File: config.mk
export PLATFORM = sky130hd
export DESIGN_NAME = rtc_calendar_bank
export DESIGN_NICKNAME = d
export VERILOG_FILES = /design/src/rtl/rtc_calendar_bank.sv
export SDC_FILE = /design/constraint.sdc
export NUM_CORES = 1
export LEC_CHECK = 0
export ABC_CLOCK_PERIOD_IN_PS = 13500
export BUFFER_PORTS_ARGS = -buffer_cell sky130_fd_sc_hd__buf_4
export CAP_MARGIN = 20
export CELL_PAD_IN_SITES_DETAIL_PLACEMENT = 1
export CELL_PAD_IN_SITES_GLOBAL_PLACEMENT = 1
export CORE_UTILIZATION = 51
export CTS_CLUSTER_SIZE = 10
export DETAILED_ROUTE_END_ITERATION = 10
export HOLD_SLACK_MARGIN = 0.12
export PLACE_DENSITY_LB_ADDON = 0.25
export REMOVE_ABC_BUFFERS = 1
export SKIP_CTS_REPAIR_TIMING = 1
export SYNTH_ARGS = -nofsm -noshare
export SYNTH_HDL_FRONTEND = slang
export SYNTH_SLANG_ARGS = --single-unit
File: constraint.sdc
create_clock -name clk -period 13.5 [get_ports clk]
set_input_delay 1.35 -clock clk [delete_from_list [all_inputs] [get_ports clk]]
set_output_delay 1.35 -clock clk [all_outputs]
set_load 0.05 [all_outputs]
File: src/rtl/rtc_calendar_bank.sv
module rtc_calendar_bank #(
  parameter int ADDR_W = 17
) (
  input  logic              clk,
  input  logic              rst_n,
  input  logic              sel,
  input  logic              wr,
  input  logic [ADDR_W-1:0] addr,
  input  logic [7:0]        wdata,
  output logic [7:0]        rdata,
  input  logic              tick
);
  localparam logic [ADDR_W-5:0] PAGE = '1;

  function automatic logic [7:0] bcd_inc(input logic [7:0] v);
    return (v[3:0] >= 4'h9) ? {v[7:4] + 4'h1, 4'h0} : v + 8'h01;
  endfunction

  function automatic logic [7:0] wrap_inc(input logic [7:0] v, input logic [7:0] top,
                                          input logic [7:0] low);
    return (v >= top) ? low : bcd_inc(v);
  endfunction

  function automatic logic [7:0] month_end(input logic [7:0] m, input logic [7:0] y);
    logic leap;
    leap = y[4] ? (y[3:0] == 4'h2 || y[3:0] == 4'h6)
                : (y[3:0] == 4'h0 || y[3:0] == 4'h4 || y[3:0] == 4'h8);
    case (m)
      8'h02: return leap ? 8'h29 : 8'h28;
      8'h04, 8'h06, 8'h09, 8'h11: return 8'h30;
      default: return 8'h31;
    endcase
  endfunction

  logic [7:0] sec_c, min_c, hour_c, day_c, date_c, mon_c, year_c, cent_c;
  logic [7:0] sec_s, min_s, hour_s, day_s, date_s, mon_s, year_s, cent_s;
  logic [7:0] ctrl_q;

  wire        hit    = sel && (addr[ADDR_W-1:4] == PAGE);
  wire [3:0]  off    = addr[3:0];
  wire        hwr    = hit && wr;
  wire        load   = hwr && off == 4'h8 && ctrl_q[6] && !wdata[6];
  wire        rf     = tick && !ctrl_q[7] && !ctrl_q[6];

  wire [7:0] b_sec  = load ? sec_s  : sec_c;
  wire [7:0] b_min  = load ? min_s  : min_c;
  wire [7:0] b_hour = load ? hour_s : hour_c;
  wire [7:0] b_day  = load ? day_s  : day_c;
  wire [7:0] b_date = load ? date_s : date_c;
  wire [7:0] b_mon  = load ? mon_s  : mon_c;
  wire [7:0] b_year = load ? year_s : year_c;
  wire [7:0] b_cent = load ? cent_s : cent_c;

  wire c_s  = tick && b_sec  >= 8'h59;
  wire c_m  = c_s  && b_min  >= 8'h59;
  wire c_h  = c_m  && b_hour >= 8'h23;
  wire c_d  = c_h  && b_date >= month_end(b_mon, b_year);
  wire c_mo = c_d  && b_mon  >= 8'h12;
  wire c_y  = c_mo && b_year >= 8'h99;

  wire [7:0] n_sec  = tick ? wrap_inc(b_sec,  8'h59, 8'h00) : b_sec;
  wire [7:0] n_min  = c_s  ? wrap_inc(b_min,  8'h59, 8'h00) : b_min;
  wire [7:0] n_hour = c_m  ? wrap_inc(b_hour, 8'h23, 8'h00) : b_hour;
  wire [7:0] n_day  = c_h  ? wrap_inc(b_day,  8'h07, 8'h01) : b_day;
  wire [7:0] n_date = c_h  ? (c_d ? 8'h01 : bcd_inc(b_date)) : b_date;
  wire [7:0] n_mon  = c_d  ? wrap_inc(b_mon,  8'h12, 8'h01) : b_mon;
  wire [7:0] n_year = c_mo ? wrap_inc(b_year, 8'h99, 8'h00) : b_year;
  wire [7:0] n_cent = c_y  ? wrap_inc(b_cent, 8'h99, 8'h00) : b_cent;

  always_ff @(posedge clk) begin
    if (!rst_n) begin
      sec_c <= 8'h00; min_c <= 8'h00; hour_c <= 8'h00; day_c <= 8'h01;
      date_c <= 8'h01; mon_c <= 8'h01; year_c <= 8'h00; cent_c <= 8'h20;
    end else begin
      sec_c <= n_sec; min_c <= n_min; hour_c <= n_hour; day_c <= n_day;
      date_c <= n_date; mon_c <= n_mon; year_c <= n_year; cent_c <= n_cent;
    end
  end

  always_ff @(posedge clk) begin
    if (!rst_n) begin
      sec_s <= 8'h00; min_s <= 8'h00; hour_s <= 8'h00; day_s <= 8'h01;
      date_s <= 8'h01; mon_s <= 8'h01; year_s <= 8'h00; cent_s <= 8'h20;
      ctrl_q <= 8'h00;
    end else begin
      if (rf) begin
        sec_s <= n_sec; min_s <= n_min; hour_s <= n_hour; day_s <= n_day;
        date_s <= n_date; mon_s <= n_mon; year_s <= n_year; cent_s <= n_cent;
      end
      if (hwr) begin
        case (off)
          4'hF: year_s <= wdata;
          4'hE: mon_s  <= wdata;
          4'hD: date_s <= wdata;
          4'hC: day_s  <= wdata;
          4'hB: hour_s <= wdata;
          4'hA: min_s  <= wdata;
          4'h9: sec_s  <= wdata;
          4'h8: ctrl_q <= wdata;
          4'h1: cent_s <= wdata;
          default: ;
        endcase
      end
    end
  end

  logic [7:0] rmux;
  always_comb begin
    case (off)
      4'hF: rmux = year_s;
      4'hE: rmux = mon_s;
      4'hD: rmux = date_s;
      4'hC: rmux = day_s;
      4'hB: rmux = hour_s;
      4'hA: rmux = min_s;
      4'h9: rmux = sec_s;
      4'h8: rmux = ctrl_q;
      4'h1: rmux = cent_s;
      default: rmux = 8'h00;
    endcase
  end

  always_ff @(posedge clk) begin
    if (!rst_n) rdata <= 8'h00;
    else if (sel && !wr) rdata <= hit ? rmux : 8'h00;
  end
endmodule


Yosys cells after proc, flatten, opt, wreduce, memory -nomap -nowiden
Index checks and enable logic that the tools add are counted.
{"block": "word_totals", "ff_bits": 144, "n_memories": 0, "output_inout_bits": 8, "latch_bits": 0, "input_bits": 30, "romBits": 0, "ram_bits": 0}
{"block": "op_classes", "n_reduce_logical": 24, "multipliers": 0, "n_eq_ne": 19, "div_mod_pow": 0, "n_shift": 0, "muxes": 61, "bitwise": 0, "n_lt_le_gt_ge": 16, "addsub": 16}
{"cell": "$mux W8", "n": 57}
{"cell": "$pmux W8 S9", "n": 1}
{"cell": "$add A8 B1 Y8 const B", "n": 8}
{"cell": "$eq A4 B4 Y1 const B", "n": 9}
{"cell": "$add A4 B1 Y4 const B", "n": 8}
{"cell": "$ge A4 B4 Y1 const B", "n": 8}
{"cell": "$eq A8 B3 Y1 const B", "n": 2}
{"cell": "$ge A8 B7 Y1 const B", "n": 2}
{"cell": "$ge A8 B8 Y1 const B", "n": 2}
{"cell": "$logic_and A1 B1 Y1", "n": 14}
{"cell": "$eq A13 B13 Y1 const B", "n": 1}
{"cell": "$pmux W5 S2", "n": 1}
{"cell": "$eq A4 B3 Y1 const B", "n": 2}
{"cell": "$eq A8 B2 Y1 const B", "n": 1}
{"cell": "$eq A8 B4 Y1 const B", "n": 1}
{"cell": "$eq A8 B5 Y1 const B", "n": 1}
{"cell": "$ge A8 B3 Y1 const B", "n": 1}
{"cell": "$ge A8 B5 Y1 const B", "n": 1}
{"cell": "$ge A8 B6 Y1 const B", "n": 1}
{"cell": "$ge A8 B8 Y1", "n": 1}
{"cell": "$eq A4 B1 Y1 const B", "n": 1}
{"cell": "$eq A4 B2 Y1 const B", "n": 1}
{"cell": "$logic_not A1 Y1", "n": 4}
{"cell": "$logic_not A4 Y1", "n": 1}
{"cell": "4 further kinds", "n": 7}

Logic depth before layout (Yosys ltp)
Gate-level depths: netlist of the first run.
{"block": "logic_depth", "depth_word": 21, "mapped_depth": 23}

Least setup slack after synthesis of the first run
Ideal clock, no wire load.
{"block": "synth_timing", "path_type": "input port to flip-flop", "from": "input port addr[15]", "to": "register cent_s[3]", "t_arrival_ns": 5.682, "path_stages": 22, "setup_slack_ns": 7.681, "setup_ns": 0.136, "path_cell_list": "nand4_1 -> or4_1 -> buf_4 -> nor2_8 -> buf_6 -> buf_6 -> buf_6 -> mux2i_1 -> inv_1 -> ha_1 -> or3b_2 -> a31o_2 -> a221o_1 -> o31a_1 -> buf_6 -> and2_4 -> buf_6 -> and4_1 -> buf_6 -> a221oi_2 -> or3_1 -> a221oi_2"}
{"block": "synth_via", "elab_chain_len": 21, "word_cells_on_any_way": 51, "classes_between": "1 x add/sub; 8 x order compare; 10 x eq/ne; 16 x mux; 16 x reduce/logical"}
{"item": "start: declaration", "line_no": "8", "text": "input logic [ADDR_W-1:0] addr,"}
{"item": "$eq A13 B13 Y1 (*)", "line_no": "39", "text": "wire hit = sel && (addr[ADDR_W-1:4] == PAGE);"}
{"item": "$logic_and A1 B1 Y1 (*)", "line_no": "39"}
{"item": "$logic_and A1 B1 Y1 (*)", "line_no": "41", "text": "wire hwr = hit && wr;"}
{"item": "$logic_and A1 B1 Y1 (3 in series)", "line_no": "42", "text": "wire load = hwr && off == 4'h8 && ctrl_q[6] && !wdata[6];"}
{"item": "$mux W8", "line_no": "51", "text": "wire [7:0] b_year = load ? year_s : year_c;"}
{"item": "$eq A4 B3 Y1 or $logic_not A4 Y1 (tied branches)", "line_no": "27", "text": ": (y[3:0] == 4'h0 || y[3:0] == 4'h4 || y[3:0] == 4'h8);"}
{"item": "$logic_or A1 B1 Y1 (2 in series)", "line_no": "27"}
{"item": "$mux W1", "line_no": "26", "text": "leap = y[4] ? (y[3:0] == 4'h2 || y[3:0] == 4'h6)"}
{"item": "[... 2 more ...]"}
{"item": "$ge A8 B8 Y1", "line_no": "57", "text": "wire c_d = c_h && b_date >= month_end(b_mon, b_year);"}
{"item": "$logic_and A1 B1 Y1", "line_no": "57"}
{"item": "$logic_and A1 B1 Y1", "line_no": "58", "text": "wire c_mo = c_d && b_mon >= 8'h12;"}
{"item": "$logic_and A1 B1 Y1", "line_no": "59", "text": "wire c_y = c_mo && b_year >= 8'h99;"}
{"item": "$mux W8", "line_no": "68", "text": "wire [7:0] n_cent = c_y ? wrap_inc(b_cent, 8'h99, 8'h00) : b_cent;"}
{"item": "$mux W8", "line_no": "86", "text": "if (rf) begin"}
{"item": "$mux W8", "line_no": "91", "text": "case (off)"}
{"item": "$mux W8 (*)", "line_no": "90", "text": "if (hwr) begin"}
{"item": "end signal: assignment", "line_no": "88", "text": "date_s <= n_date; mon_s <= n_mon; year_s <= n_year; cent_s <= n_cent;"}
{"item": "end signal: assignment", "line_no": "100", "text": "4'h1: cent_s <= wdata;"}
{"item": "end: declaration", "line_no": "36", "text": "logic [7:0] sec_s, min_s, hour_s, day_s, date_s, mon_s, year_s, cent_s;"}
Mark *: on every way between the ends. The rest lies on a longest branch, timed or not.
A chain may end at the register's enable or synchronous reset.

Worst setup path after layout of the first run
{"block": "layout_timing", "from": "input port addr[3]", "to": "register year_s[4]"}
{"block": "layout_via", "elab_chain_len": 18, "word_cells_on_any_way": 48, "classes_between": "2 x add/sub; 7 x order compare; 11 x eq/ne; 15 x mux; 13 x reduce/logical"}
{"item": "$eq A4 B4 Y1", "line_no": "42"}
{"item": "$logic_and A1 B1 Y1 (3 in series)", "line_no": "42"}
{"item": "$mux W8", "line_no": "51"}
{"item": "$eq A4 B3 Y1 or $logic_not A4 Y1 (tied branches)", "line_no": "27"}
{"item": "$logic_or A1 B1 Y1 (2 in series)", "line_no": "27"}
{"item": "$mux W1", "line_no": "26"}
{"item": "$mux W1", "line_no": "29", "text": "8'h02: return leap ? 8'h29 : 8'h28;"}
{"item": "$pmux W5 S2", "line_no": "28", "text": "case (m)"}
{"item": "$ge A8 B8 Y1", "line_no": "57"}
{"item": "$logic_and A1 B1 Y1", "line_no": "57"}
{"item": "$logic_and A1 B1 Y1", "line_no": "58"}
{"item": "$mux W8", "line_no": "67", "text": "wire [7:0] n_year = c_mo ? wrap_inc(b_year, 8'h99, 8'h00) : b_year;"}
{"item": "$mux W8", "line_no": "86"}
{"item": "$mux W8", "line_no": "91"}
{"item": "$mux W8 (*)", "line_no": "90"}
{"item": "end signal: assignment", "line_no": "88"}
{"item": "end signal: assignment", "line_no": "92", "text": "4'hF: year_s <= wdata;"}
{"item": "end: declaration", "line_no": "36"}
Marks and branches as above.

==> flow_metrics.py, run 1 <==
metrics = {
    "global_route": {
        "grtUsageTotal": 0.383,
        "grt_max_degree": 52,
        "antenna_found_initial": 0,
        "gr-total-overflow": 0,
        "grt_pass1_wl_mm": 53.8,
        "grt_pass1_vias": 9458,
    },
    "synthesis": {
        "post-synth-top-count-cell": "dfxtp_1",
        "synth_edf_count": 0,
        "synth-simple-area-share": 0.248,
        "ys.warnings.count": 0,
        "synthMuxAreaShare": 0.0911,
        "synth_area_leaders": "dfxtp_1 31%, mux2i_1 7.6%, ha_1 5.8%",
        "synth_top_family_by_area": "simple AND/OR/NAND/NOR gates",
        "synth_fa_ha_area_frac": 0.0577,
        "ys_dominant_reg_cell": "dfxtp_1",
        "synth_compound_area_frac": 0.228,
        "yosys.area.top_type_share": 0.309,
        "synth_cell_types": 87,
        "yosysSeqAreaShare": 0.309,
        "synth_top_area_cell": "dfxtp_1",
        "syn_area_per_cell_sq_um": 7.86,
        "syn-instance-count": 1187,
        "syn_area_sq_mm": 0.00933,
        "async_flop_share": 0,
        "synth_xor_area_frac": 0.00469,
        "ys_ff_latch": 144,
        "ys_top_cells_by_count": "144 x dfxtp_1, 134 x nand2_1, 112 x nor2_1",
    },
    "setup_path": {
        "slowest_stage": "buf_4",
        "crit_type": "in2reg",
        "crit_fanout": 44,
        "reg2reg_depth": 18,
        "cp.required_ps": 13840,
        "slowest_delay_ps": 670,
        "rrSetupSlack_ps": 7420,
        "worstReg2RegEnd": "year_s[4]",
        "timing.rr.start": "ctrl_q[6]",
        "crit_arrival_ps": 7410,
        "endpoint": "year_s[4]",
        "cp-end-kind": "flop",
        "path_cells": "buf_4 -> nor4b_4 -> nand2_4 -> nor2_8 -> buf_4 -> mux2i_1 -> ha_1 -> o21ai_0 -> or4_1 -> o21a_1 -> ha_1 -> nor2_1 -> a21oi_1 -> a211oi_1 -> o22ai_2 -> nand4_1 -> nor3_1 -> a21oi_1 -> o221ai_1",
        "crit_start": "addr[3]",
        "crit_path_start_kind": "primary input",
    },
    "timing": {
        "max_freq_ghz": 0.141,
        "slew_viol_final": 0,
        "relSlewSlack": 0.325,
        "min_period_ps": 7070,
        "totalNegativeSetupSlack_ps": 0,
        "rsz0062_at_grt": "no",
        "hold_viol_final": 0,
        "skew_ps": 12.0,
        "fin_crit_sh": 0.524,
        "worst_slew_pin_slew_ps": 1010,
        "finalSetupViolCount": 0,
    },
    "place": {
        "port_buffers": 37,
        "place_hpwl_mm": 24.3,
        "dp.cells": 1383,
        "gp_congestion": 0.962,
    },
    "detailed_routing": {
        "num_vias": 9447,
        "initialDrtViolationCount": 694,
        "wl_mm": 35.1,
        "drt-met1-wl_mm": 14.4,
        "routed-wl-met3_mm": 2.71,
        "met2_wirelength_mm": 16.3,
        "viasPerCell": 6.68,
        "drc": 0,
        "ant_nets": 0,
        "wl_per_cell_microns": 24.8,
        "top_layer": "met4",
        "drt_first_pass_iters": 5,
    },
    "floorplanning": {
        "pin_count": 38,
        "die_w_microns": 137,
        "die_y_microns": 137,
        "start_util": 0.519,
        "coreArea_sq_mm": 0.0180,
        "die_area_sq_mm": 0.0188,
        "fp-row-count": 49,
    },
    "power": {
        "ir_worst_vdd_v": 0.0000913,
        "p_per_area_mw_per_mm2": 95.2,
        "leakagePower_nw": 4.00,
    },
    "clocking": {
        "cts_max_path_buffers": 2,
        "cts_sinks": 144,
        "clk_pin_slew_worst_paths_ps": 60,
        "numCtsBuffers": 17,
        "htree_num_levels": 4,
        "clock_latency_ps": 430,
        "cts_tree": "built",
        "cts_root_buf": "clkbuf_16",
    },
    "finish": {
        "final_cells": 1415,
        "diodes": 0,
        "synthToLayoutAreaGrowth_pct": 8.81,
        "drive_gt1_frac": 0.0995,
        "layout.nets": 1247,
    },
    "worst_hold_path": {
        "hold_class": "reg2reg",
        "worstHoldStart": "ctrl_q[3]",
    },
    "job": {
        "cap_violations": 0,
    },
    "run_status": {
        "status": "finished clean",
    },
}
## final cells by class
type / instances / area, sq um
Clock inverter: 9 / 82.6
Timing Repair Buffer: 47 / 373
Multi-Input combinational cell: 920 / 5880
Sequential cell: 144 / 2880
Tap cell: 229 / 287
Inverter: 44 / 165
Fill cell: 2227 / 7810
Clock buffer: 22 / 484
## worst min path at each step
stage               cells past startpoint  slack (ps)         to
floorplan                               2         430  ctrl_q[4]
global placement                        2         450  ctrl_q[3]
detailed placement                      2         460  ctrl_q[3]
CTS                                     2         470  ctrl_q[3]
global route                            2         490  ctrl_q[3]
finish                                  2         470  ctrl_q[3]
## per-stage QoR
stage,util,hold slack [ps],instance area [sq um],worst slack [ps],power (mW)
after detailed placement,0.532,457,9560,6160,0.509
after CTS,0.564,470,10100,6530,0.967
after global routing,0.565,492,10200,6170,0.992
after global placement,0.532,447,9560,6470,0.507
final,0.565,471,10200,6430,0.967
after floorplan,-,429,8920,7120,0.471
## placed cells by master, fill, tap and decap left out, types with 9 or more instances in the layout
master | netlist | routed
buf_4 | 4 | 46
nand3_1 | 49 | 49
and2_1 | 23 | 22
o221ai_1 | 11 | 11
nand4_1 | 22 | 22
a31oi_1 | 25 | 25
ha_1 | 43 | 43
and3_1 | 16 | 16
a211oi_1 | 9 | 9
or3_1 | 9 | 9
nor3_1 | 33 | 33
nand2_1 | 134 | 133
clkbuf_16 | 0 | 17
a22oi_1 | 9 | 9
dfxtp_1 | 144 | 144
a21oi_1 | 81 | 81
nor2b_1 | 18 | 18
o21ai_0 | 73 | 73
o21a_1 | 12 | 12
mux2i_1 | 71 | 71
nor2_1 | 112 | 112
mux2_2 | 9 | 9
nand2b_1 | 17 | 17
o211ai_1 | 18 | 18
inv_1 | 43 | 43
o22ai_1 | 10 | 10
## report_power, final
part / switching (mW) / total, mW / internal [mW]
combinational: 0.0458 / 0.0656 / 0.0199
sequential: 0.00627 / 0.436 / 0.430
clock: 0.194 / 0.465 / 0.272
total: 0.246 / 0.967 / 0.721
## critical path: cells and delay by family
kind / cells / cell delay [ps]
fa+ha+maj: 2 / 540
mux: 1 / 470
compound gates: 7 / 1200
buf+inv: 2 / 930
simple gates: 7 / 2870
## per-layer routing
layer | vias up | global-route usage
li1 | 4282 | -
met1 | 4614 | 0.477
met2 | 424 | 0.612
met3 | 127 | 0.0806
met4 | 0 | 0.216
met5 | - | 0
## kinds of logic (layout without fill, tap and decap cells)
group           after synthesis  in the layout
compound gates              324            324
xor+xnor                      5              5
fa+ha+maj                    43             43
buf+inv                     123            122
flops                       144            144
mux                          82             82
simple gates                466            466
(Power assumes the default switching activity.)
==> inputs of run 2 (changes only) <==
Settings changed: ABC_AREA from default to 1, ABC_CLOCK_PERIOD_IN_PS 13500 to 6100, CORE_UTILIZATION 51 to 41.
Clock period 13.5 ns to 6.1 ns, I/O delays scaled along.
==> run 2 against run 1 <==
Register-to-register slack got worse by 5800 ps. Worst hold slack is essentially flat. Utilization shrank 9.9 points. Clock power up 150%. Final cell count rose by 26%.
==> flow_metrics.py, run 2 <==
metrics = {
    "setup_path": {
        "cp.required_ps": 6460,
        "crit_type": "in2reg",
        "crit_path_start_kind": "primary input",
        "cp-end-kind": "flop",
        "crit_arrival_ps": 4950,
        "crit_fanout": 16,
    },
    "detailed_routing": {
        "drc": 0,
        "initialDrtViolationCount": 632,
        "drt_first_pass_iters": 4,
        "viasPerCell": 5.53,
        "wl_per_cell_microns": 19.3,
        "wl_mm": 34.4,
        "ant_nets": 0,
        "num_vias": 9841,
    },
    "clocking": {
        "cts_max_path_buffers": 2,
        "numCtsBuffers": 17,
        "cts_root_buf": "clkbuf_16",
        "clock_latency_ps": 440,
        "htree_num_levels": 4,
        "cts_sinks": 144,
        "cts_tree": "built",
        "clk_pin_slew_worst_paths_ps": 60,
    },
    "synthesis": {
        "syn_area_sq_mm": 0.00956,
        "ys_dominant_reg_cell": "dfxtp_1",
        "ys.warnings.count": 0,
        "synth_edf_count": 0,
        "yosysSeqAreaShare": 0.301,
        "ys_ff_latch": 144,
        "synth_top_area_cell": "dfxtp_1",
        "post-synth-top-count-cell": "nand2_1",
        "yosys.area.top_type_share": 0.301,
        "synth_area_leaders": "dfxtp_1 30%, nand2_1 13%, inv_1 7.8%",
        "syn-instance-count": 1449,
        "async_flop_share": 0,
        "synth_cell_types": 56,
        "syn_area_per_cell_sq_um": 6.60,
        "ys_top_cells_by_count": "323 x nand2_1, 198 x inv_1, 144 x dfxtp_1",
    },
    "global_route": {
        "grtUsageTotal": 0.295,
        "gr-total-overflow": 0,
        "grt_max_degree": 94,
        "antenna_found_initial": 0,
        "grt_pass1_wl_mm": 54.6,
        "grt_pass1_vias": 9998,
    },
    "floorplanning": {
        "die_area_sq_mm": 0.0239,
        "die_y_microns": 155,
        "start_util": 0.420,
        "die_w_microns": 155,
        "pin_count": 38,
        "coreArea_sq_mm": 0.0228,
        "fp-row-count": 55,
    },
    "timing": {
        "finalSetupViolCount": 0,
        "fin_crit_sh": 0.752,
        "timing.hold.ws_ps": 471,
        "rsz0062_at_grt": "no",
        "hold_viol_final": 0,
        "max_freq_ghz": 0.218,
        "relSlewSlack": 0.255,
        "skew_ps": 14.7,
        "slew_viol_final": 0,
        "worst_slew_pin_slew_ps": 1120,
        "min_period_ps": 4590,
        "setup_ws_ps": 1510,
    },
    "run_status": {
        "status": "finished clean",
    },
    "place": {
        "port_buffers": 37,
        "dpl_cell_area_sq_mm": 0.00999,
        "pre_cts_ws_ps": 1200,
        "place_hpwl_mm": 24.4,
        "gp_congestion": 0.948,
    },
    "finish": {
        "drive_gt1_frac": 0.104,
        "post-route-util": 0.467,
        "layout.nets": 1525,
        "final_common_cell": "nand2_1",
        "layout_common_cells": "323 x nand2_1, 197 x inv_1, 144 x dfxtp_1, 141 x nor2_1, 134 x o21ai_0",
        "synthToLayoutAreaGrowth_pct": 11.1,
        "fin_area_sq_mm": 0.0106,
    },
    "job": {
        "cap_violations": 0,
    },
    "power": {
        "pwr-share-comb": 0.050,
        "ir_worst_vdd_v": 0.000156,
        "intPower_mw": 1.66,
        "leakagePower_nw": 4.41,
        "pwr-share-clk": 0.520,
        "p_per_area_mw_per_mm2": 207,
        "power.switching_mw": 0.540,
        "p_seq_frac": 0.429,
        "p_sw_frac": 0.246,
    },
    "worst_hold_path": {
        "hold_class": "reg2reg",
    },
}
run 2: worst paths after layout:
path | endpoint | cells after the start | slack (ps) | from
hold reg to reg | rdata[4] | 2 | 470 | rdata[4]
setup reg to reg | year_s[3] | 20 | 1640 | ctrl_q[6]
setup / recovery | year_s[3] | 22 | 1510 | addr[7]
hold / removal | rdata[4] | 2 | 470 | rdata[4]
run 2: power groups by stage:
stage | clock [mW] | sequential [mW] | combinational, mW
2_1_floorplan | 0 | 0.964 | 0.0428
3_3_place_gp | 0 | 0.964 | 0.107
3_5_place_dp | 0 | 0.964 | 0.109
4_1_cts | 1.15 | 0.943 | 0.109
5_1_grt | 1.20 | 0.942 | 0.118
6_report | 1.14 | 0.943 | 0.111
run 2: worst max-delay path, cell delays in order:
cell and delay [ps]:
buf_4 80, nand2_1 70, nor2_1 190, nand2_1 70
nor2_1 340, nand3_1 290, o21ai_0 630, inv_1 230
ha_1 260, nand3b_1 170, a31oi_1 110, ha_1 280
nand3_1 70, nor2_1 120, nand2_1 80, nand3_2 160
inv_2 100, nor2_4 380, nand2_1 260, o21ai_1 230
nand2_1 70, a21oi_1 150
run 2: layout make-up:
type | count | area, sq um
clock buffers | 17 | 425
repair buffers | 44 | 343
inverters | 211 | 795
well taps | 313 | 392
fillers | 2994 | 12200
multi-input cells | 1034 | 5580
flip-flops and latches | 144 | 2880
diodes | 1 | 2.50
clock inverters | 15 | 209
run 2: layer usage:
layer | track usage | vias up | routed length, microns
li1 | - | 4754 | -
met1 | 0.386 | 4815 | 16200
met2 | 0.489 | 204 | 15900
met3 | 0.0451 | 68 | 1300
met4 | 0.110 | 0 | 1010
met5 | 0 | - | 0
run 2: cells by family after synthesis:
group                      synth area share
AOI/OAI and AO/OA                     0.215
xor gates and xnor gates             0.0110
adders and majority gates            0.0563
buffers and inverters                 0.116
DFF                                   0.301
muxes                               0.00105
and+or+nand+nor                       0.300
run 2: per-stage QoR:
stage               setup TNS, ps  power (mW)  instances
finish                          0        2.20       1779
global route                    0        2.26       1778
CTS                             0        2.21       1778
detailed placement              0        1.07       1746
global placement                0        1.07       1746
floorplan                  -31530        1.01       1389
==> inputs of run 3 (changes only) <==
Settings changed: ABC_CLOCK_PERIOD_IN_PS 6100 to 4150.
Clock period 6.1 ns to 4.15 ns, I/O delays scaled along.
==> run 3 against run 2 <==
Final area rose by 2.3%. Wire length rose by 3.6%. Worst setup slack got worse by 1200 ps. Clock skew fell by 6.7 ps. Sequential cell count did not move. Worst hold slack got worse by 100 ps. Non-clock buffer count rose by 28.
==> flow_metrics.py, run 3 (synthesis gave the netlist of run 2 again) <==
metrics = {
    "run_status": {
        "status": "finished clean",
    },
    "detailed_routing": {
        "viasPerCell": 5.61,
        "initialDrtViolationCount": 807,
        "num_vias": 10118,
        "wl_per_cell_microns": 19.7,
        "wl_mm": 35.6,
        "drc": 0,
        "drt_first_pass_iters": 5,
        "ant_nets": 0,
    },
    "global_route": {
        "gr-total-overflow": 0,
        "grt_max_degree": 94,
        "grt_pass1_vias": 9898,
        "grtUsageTotal": 0.302,
        "antenna_found_initial": 0,
        "grt_pass1_wl_mm": 55.8,
    },
    "finish": {
        "fillCellCount": 2972,
        "drive_gt1_frac": 0.120,
        "diodes": 0,
        "synthToLayoutAreaGrowth_pct": 13.7,
        "layout.nets": 1553,
        "layout_common_cells": "323 x nand2_1, 197 x inv_1, 144 x dfxtp_1, 141 x nor2_1, 134 x o21ai_0",
        "post-route-util": 0.477,
        "final_common_cell": "nand2_1",
        "regArea_sq_mm": 0.00288,
        "multi_input_area_sq_mm": 0.00559,
    },
    "timing": {
        "rsz0062_at_grt": "no",
        "skew_ps": 7.95,
        "finalSetupViolCount": 0,
        "relSlewSlack": 0.291,
        "totalNegativeSetupSlack_ps": 0,
        "max_freq_ghz": 0.260,
        "slew_viol_final": 0,
        "min_period_ps": 3840,
        "hold_viol_final": 0,
        "worst_slew_pin_slew_ps": 1060,
        "fin_crit_sh": 0.925,
    },
    "setup_path": {
        "crit_type": "reg2reg",
        "crit_path_start_kind": "flop",
        "cpLargestDelayFamily": "simple AND/OR/NAND/NOR gates",
        "timing.rr.start": "ctrl_q[6]",
        "crit_start": "ctrl_q[6]",
        "crit_fanout": 31,
        "slowest_delay_ps": 420,
        "cp-end-kind": "flop",
        "slowest_stage": "dfxtp_1",
        "cp.required_ps": 4520,
        "critPathBufInv": 7,
        "crit_arrival_ps": 4210,
        "path_cells": "nand3_4 -> nor2_8 -> nand3_4 -> buf_4 -> buf_12 -> o21ai_1 -> inv_1 -> ha_1 -> inv_1 -> nor2_1 -> nand3_1 -> nand2_2 -> inv_2 -> nand2_1 -> nand2_2 -> nand3_4 -> nor2_4 -> buf_4 -> buf_4 -> nand4_1 -> nand2_1 -> a21oi_1 -> nor2_1",
    },
    "worst_hold_path": {
        "worstHoldStart": "wdata[7]",
        "hold_class": "in2reg",
    },
    "clocking": {
        "cts_sinks": 144,
        "cts_max_path_buffers": 2,
        "clk_pin_slew_worst_paths_ps": 60,
        "numCtsBuffers": 17,
        "htree_num_levels": 4,
        "clock_latency_ps": 440,
        "cts_root_buf": "clkbuf_16",
        "cts_tree": "built",
    },
    "power": {
        "power.switching_mw": 0.768,
        "ir_worst_vdd_v": 0.000237,
        "intPower_mw": 2.49,
        "p_sw_frac": 0.235,
        "pwr-share-clk": 0.524,
        "leakagePower_nw": 4.56,
        "p_per_area_mw_per_mm2": 300,
        "p_seq_frac": 0.425,
        "p_total_mw": 3.26,
        "pwr-share-comb": 0.051,
    },
    "place": {
        "port_buffers": 37,
        "place_hpwl_mm": 25.2,
        "gp_congestion": 0.950,
    },
    "floorplanning": {
        "die_y_microns": 155,
        "die_area_sq_mm": 0.0239,
        "pin_count": 38,
        "coreArea_sq_mm": 0.0228,
        "start_util": 0.420,
        "die_w_microns": 155,
        "fp-row-count": 55,
    },
    "job": {
        "cap_violations": 0,
    },
}
[run 3: changes by cell type in the layout (fill, tap and decap cells not counted), sizes merged]
| cell | previous run | this run |
|---|---|---|
| clkbuf | 17 | 18 |
| buf | 44 | 72 |
| clkinv | 6 | 2 |
| clkinvlp | 3 | 4 |
| bufinv | 4 | 5 |
| inv | 213 | 211 |
| diode | 1 | 0 |
[run 3: power by group through the flow]
stage	Clock [mW]	Sequential [mW]	Combinational (mW)
after global routing	1.76	1.39	0.179
after CTS	1.71	1.39	0.165
after global placement	0	1.42	0.162
final	1.71	1.39	0.168
after floorplan	0	1.42	0.0629
after detailed placement	0	1.42	0.164
[run 3: path summary, 6_finish.rpt]
kind,to,slack (ps),depth (start not counted)
worst max-delay path,date_s[2],310,23
worst max register to register,date_s[2],310,23
worst min-delay path,ctrl_q[7],370,3
worst min register to register,sec_s[7],470,2
[run 3: layer usage]
layer	up-vias	GRT usage	wire length, microns
li1	4807	-	-
met1	4981	0.408	16400
met2	274	0.496	16500
met3	56	0.0353	1820
met4	0	0.103	816
met5	-	0	0
[run 3: worst register-to-register path: cells and delay by family (launching register included)]
family | cells | cell delay, ps
fa+ha+maj | 1 | 200
buf+inv | 7 | 1090
flops | 1 | 420
simple gates | 13 | 1700
compound gates | 2 | 360
[run 3: stage by stage]
step / worst slack, ps / hold WS (ps) / instances / area (sq um)
after global routing: 37.2 / 395 / 1803 / 10900
after global placement: -3.49 / 451 / 1765 / 10100
final: 309 / 371 / 1803 / 10900
after CTS: 240 / 365 / 1794 / 10800
after detailed placement: -127 / 453 / 1765 / 10100
after floorplan: -3190 / 440 / 1389 / 9250
[run 3: layout make-up]
cell class,instances,area share
Tap cell,313,0.0360
Timing Repair Buffer,72,0.0532
Sequential cell,144,0.265
Multi-Input combinational cell,1034,0.515
Inverter,211,0.0731
Clock buffer,18,0.0404
Clock inverter,11,0.0175
